$ cat src/rtl/mdec_rx.sv
module mdec_rx #(
  parameter int CLK_PER_BIT = 12,
  parameter int WORD_W      = 16
) (
  input  logic              clk,
  input  logic              rst,
  input  logic              rx_en,
  input  logic              line_p,
  input  logic              line_n,
  output logic [WORD_W-1:0] rx_word,
  output logic              rx_cmd,
  output logic              rx_valid,
  output logic              rx_err,
  output logic              rx_sow,
  output logic              rx_idle
);
  localparam int Q1        = CLK_PER_BIT / 4;
  localparam int Q3        = (3 * CLK_PER_BIT) / 4;
  localparam int SYNC_HALF = (3 * CLK_PER_BIT) / 2;
  localparam int SYNC_MIN  = SYNC_HALF - Q1;
  localparam int SYNC_MAX  = SYNC_HALF + Q3;
  localparam int IDLE_LIM  = 2 * CLK_PER_BIT;
  localparam int RUN_W     = $clog2(SYNC_MAX + IDLE_LIM + 1);
  localparam int TW        = $clog2(SYNC_HALF);
  localparam int BW        = $clog2(WORD_W + 1);

  localparam logic [RUN_W-1:0] R_MAX  = {RUN_W{1'b1}};
  localparam logic [RUN_W-1:0] R_MIN  = RUN_W'(SYNC_MIN);
  localparam logic [RUN_W-1:0] R_TOP  = RUN_W'(SYNC_MAX);
  localparam logic [RUN_W-1:0] R_IDLE = RUN_W'(IDLE_LIM);
  localparam logic [TW-1:0]    T_Q1   = TW'(Q1);
  localparam logic [TW-1:0]    T_Q3   = TW'(Q3);
  localparam logic [TW-1:0]    T_LAST = TW'(CLK_PER_BIT - 1);
  localparam logic [TW-1:0]    T_SEND = TW'(SYNC_HALF - 1);
  localparam logic [BW-1:0]    B_LAST = BW'(WORD_W);
  localparam logic [1:0]       L_HI   = 2'b10;
  localparam logic [1:0]       L_LO   = 2'b01;

  typedef enum logic [1:0] {HUNT, SYNC2, DATA} st_t;

  st_t               st;
  logic [1:0]        s_q, s_d, first;
  logic [RUN_W-1:0]  run;
  logic [TW-1:0]     tick;
  logic [BW-1:0]     bitn;
  logic [WORD_W-1:0] sh;
  logic              cmd_q, par;
  logic              sync_edge, s2_ok, good, bitv;

  assign sync_edge = ((s_q == L_HI && s_d == L_LO) || (s_q == L_LO && s_d == L_HI)) &&
                     run >= R_MIN && run <= R_TOP;
  assign s2_ok     = s_q == (cmd_q ? L_LO : L_HI);
  assign good      = (first == L_HI && s_q == L_LO) || (first == L_LO && s_q == L_HI);
  assign bitv      = first == L_HI;
  assign rx_idle   = run > R_IDLE;

  always_ff @(posedge clk) begin
    if (rst) begin
      st       <= HUNT;
      s_q      <= 2'b00;
      s_d      <= 2'b00;
      first    <= 2'b00;
      run      <= R_MAX;
      tick     <= '0;
      bitn     <= '0;
      sh       <= '0;
      cmd_q    <= 1'b0;
      par      <= 1'b0;
      rx_word  <= '0;
      rx_cmd   <= 1'b0;
      rx_valid <= 1'b0;
      rx_err   <= 1'b0;
      rx_sow   <= 1'b0;
    end else begin
      s_q      <= rx_en ? {line_p, line_n} : 2'b00;
      s_d      <= s_q;
      run      <= (s_q != s_d) ? RUN_W'(1) : ((run == R_MAX) ? run : run + 1'b1);
      rx_valid <= 1'b0;
      rx_err   <= 1'b0;
      rx_sow   <= 1'b0;
      if (!rx_en) begin
        st <= HUNT;
      end else begin
        case (st)
          HUNT: if (sync_edge) begin
            st     <= SYNC2;
            tick   <= TW'(1);
            cmd_q  <= s_d == L_HI;
            par    <= 1'b0;
            bitn   <= '0;
            rx_sow <= 1'b1;
          end
          SYNC2: begin
            if (tick == T_Q3 && !s2_ok) begin
              rx_err <= 1'b1;
              st     <= HUNT;
            end else if (tick == T_SEND) begin
              st   <= DATA;
              tick <= '0;
            end else begin
              tick <= tick + 1'b1;
            end
          end
          DATA: begin
            if (tick == T_Q1) first <= s_q;
            if (tick == T_Q3) begin
              if (!good) begin
                rx_err <= 1'b1;
                st     <= HUNT;
              end else if (bitn == B_LAST) begin
                if (par ^ bitv) begin
                  rx_valid <= 1'b1;
                  rx_word  <= sh;
                  rx_cmd   <= cmd_q;
                end else begin
                  rx_err <= 1'b1;
                end
                st <= HUNT;
              end else begin
                sh  <= {sh[WORD_W-2:0], bitv};
                par <= par ^ bitv;
              end
            end
            if (tick == T_LAST) begin
              tick <= '0;
              bitn <= bitn + 1'b1;
            end else begin
              tick <= tick + 1'b1;
            end
          end
          default: st <= HUNT;
        endcase
      end
    end
  end
endmodule

$ cat config.mk
export PLATFORM = sky130hd
export DESIGN_NAME = mdec_rx
export DESIGN_NICKNAME = d
export VERILOG_FILES = /design/src/rtl/mdec_rx.sv
export SDC_FILE = /design/constraint.sdc
export NUM_CORES = 1
export LEC_CHECK = 0
export BUFFER_PORTS_ARGS = -buffer_cell sky130_fd_sc_hd__buf_2
export CORE_MARGIN = 2
export CORE_UTILIZATION = 53
export DETAILED_ROUTE_END_ITERATION = 7
export PLACE_DENSITY = 0.75
export SYNTH_ARGS = -nofsm -noshare
export SYNTH_HDL_FRONTEND = slang
export SYNTH_SLANG_ARGS = --single-unit
$ cat constraint.sdc
create_clock -name clk -period 1.8 [get_ports clk]
set_input_delay 0.18 -clock clk [delete_from_list [all_inputs] [get_ports clk]]
set_output_delay 0.18 -clock clk [all_outputs]
set_load 0.03 [all_outputs]
==> run metrics <==
status=complete, but fails checks; failing checks=negative setup slack; Worst setup SP type=flop; Clock Latency Late Sink=0.33 ns; IO Pins=26; Top Usage Layer GRT=met2; core area=about 0.0052 mm2; syn avg cell area=between 8 and 9 um2; 1st-iter DRT viols=roughly 170; # fillers=between 300 and 400; f_max=approximately 550 MHz; Ant. Diodes=0; DR WL/cell=between 10 and 15 um; Slew headroom=70.47%; DR DRC count=0; routability cong.=between 0.8 and 0.9; # nets final=430; first-pass GRT wire length=between 10,000 and 15,000 um; Final Cell Area=0.003850 mm2; Initial Utilization=55.99%; Fin Setup TNS=-0.06213 ns; Post-Syn Area=between 0.002 and 0.003 mm2; PortBufs=25; drt pass-1 iters=5; Synth warnings=0; pre-CTS setup slack=-0.1123 ns; antenna violations before repair=0; Worst EP required=between 2 and 2.5 ns; die height=78.15 um; Crit. End Element=flop; period utilization=101.0%; RSZ-0062 raised after global routing=yes; synth cell count leaders=nand2_1, dfxtp_1, a21oi_1; grt met1 use=31.46%; post-synth top area cell=dfxtp_1; Async SR Flop Fraction=0%; final setup vio count=7; syn_nets=361; Power, Total=between 2000 and 3000 uW; DIE AREA=just over 0.006 mm2; dpl hpwl=4649 um; Leak=0.001479 uW; #FFs+latches synth=62; Area contributors post-synth=dfxtp_1, nand2_1, a21oi_1; CTS Buffer Depth=2; clk_skew=0.006458 ns; Hold Vio Cnt, Final=0; num rows=26; DR vias=approximately 2,700; chip width=between 70 and 80 um; largest net degree at the start of global routing=25; Final WS setup=-0.01847 ns; top-count cell post-synth=nand2_1; Final Max Tran Viols=0; layout cells sized above 1=between 30% and 40%; number of global-route vias before repair=2,550; EDFF count, synth=0; GRT met3 Usage=approximately 4.3%; number of library cell types mapped by synthesis=55; Critical Path AT=2.03 ns; Worst-Margin Slew=0.4398 ns; Routed WL=7242 um; critical path fanouts, max=5; kind of critical path=reg2reg; CTS buffer count=9; Hold Path Class=in2reg; VDD IR max=0.5399 mV; sequential share of the synthesized area=42.59%; gr usage total=24.17%; placed cell area=between 0.003 and 0.004 mm2; synth-to-layout area growth=32.12%; Post-DRT Antenna Nets=0; PwrDens=around 780 mW/mm2; cells after synthesis=345; MaxCap Viol Count=0; H-tree levels=3; Main synth FF type=dfxtp_1; Tmin final=1.818 ns; root buf cell=clkbuf_8; Worst-path clk slew=approximately 0.07 ns; vias per inst=around 5.5; Sink Count=62; grt total ovfl=0; number of hold buffers added after cts=0; CTS tree=built; met2 GRT Util=40.00%; post-synth top area share=roughly 43%
-- cell usage in the layout, fill, tap and decap left out, drive strengths merged, types with 2 or more instances in the layout --
master | synthesis | routed
nor3 | 9 | 9
o21a | 3 | 3
inv | 11 | 12
or3 | 3 | 3
o221ai | 2 | 2
a21oi | 37 | 37
and2 | 3 | 3
buf | 7 | 70
o21ai | 18 | 18
nand4bb | 3 | 3
nand3b | 2 | 2
clkinv | 0 | 3
nor2b | 10 | 10
mux2i | 3 | 3
o211ai | 3 | 3
o311ai | 2 | 2
or4 | 4 | 6
clkbuf | 8 | 11
and4bb | 3 | 3
mux2 | 2 | 2
a31oi | 6 | 6
nand2 | 77 | 77
and3 | 7 | 7
nor4bb | 3 | 3
nand4 | 2 | 2
dfxtp | 62 | 62
ha | 11 | 11
nand3 | 6 | 6
a31o | 2 | 2
nor2 | 16 | 16
nor4 | 2 | 2
xnor2 | 4 | 4
-- per-layer routing --
| metal | part of all wire, % | vias to the layer above |
|---|---|---|
| li1 | - | 1355 |
| met3 | 3.4 | 9 |
| met5 | 0 | - |
| met4 | 1.0 | 0 |
| met1 | 47 | 1283 |
| met2 | 48 | 54 |
-- cell families (layout without fill, tap and decap cells) --
family / count (synthesis) / after routing / share of synthesized area [%]
compound gates: 81 / 81 / 16.45
xor+xnor: 4 / 4 / 1.202
fa+ha+maj: 11 / 11 / 4.723
buf+inv: 26 / 98 / 4.294
flops: 62 / 62 / 42.59
mux: 5 / 5 / 1.803
simple gates: 156 / 158 / 28.94
-- worst paths after layout --
path | from | slack [ns] | end | depth (start not counted)
worst max-delay path | tick[1] | -0.02 | rx_word[10] | 7
worst min-delay path | line_n | 0.06 | s_q[0] | 2
worst max register to register | tick[1] | -0.02 | rx_word[10] | 7
worst min register to register | rx_word[4] | 0.45 | rx_word[4] | 2
-- through the flow --
stage          util, %  hold slack (ns)  cells
2_1_floorplan        -           0.3017    345
3_3_place_gp     65.00           0.4080    465
3_5_place_dp     65.00           0.4044    465
4_1_cts          70.53          0.05180    486
5_1_grt          73.97          0.05574    489
6_report         73.97          0.06163    489
-- state kept, by name, summed over array words and instances, names as in the netlist --
register  count
rx_word      16
sh           16
run           6
bitn          5
tick          5
first         2
s_d           2
s_q           2
st            2
cmd_q         1
par           1
rx_cmd        1
rx_err        1
rx_sow        1
rx_valid      1
-- critical path, cell delays in order, from the launching register on --
cell	delay, ns
dfxtp_2	0.33
inv_2	0.06
ha_4	0.12
and4bb_2	0.29
nand3_4	0.13
or4_4	0.62
nand2_2	0.10
a21oi_2	0.05
-- report_power, final --
part | internal (uW) | leakage, uW | switching [uW]
clock network | 637 | 0.0000964 | 553
registers | 1400 | 0.000504 | 36.9
logic | 169 | 0.000879 | 195
total | 2210 | 0.00148 | 785
-- final cells by class --
cell class                 count  area, um2  area share [%]
multi-input combinational    259       1780           46.25
sequential                    62       1252           32.53
timing repair buffer          71      499.2           12.97
clock buffer                  10      127.6           3.315
tap                           70      87.58           2.275
clock inverter                 6      61.31           1.592
inverter                      11      41.29           1.072
-- repair_timing --
action,in CTS,in global routing
setup endpoints to repair,38,46
setup buffers,3,1
pin swaps,5,13
cloned,2,2
resized for setup,14,46
(Power assumes the default switching activity.)
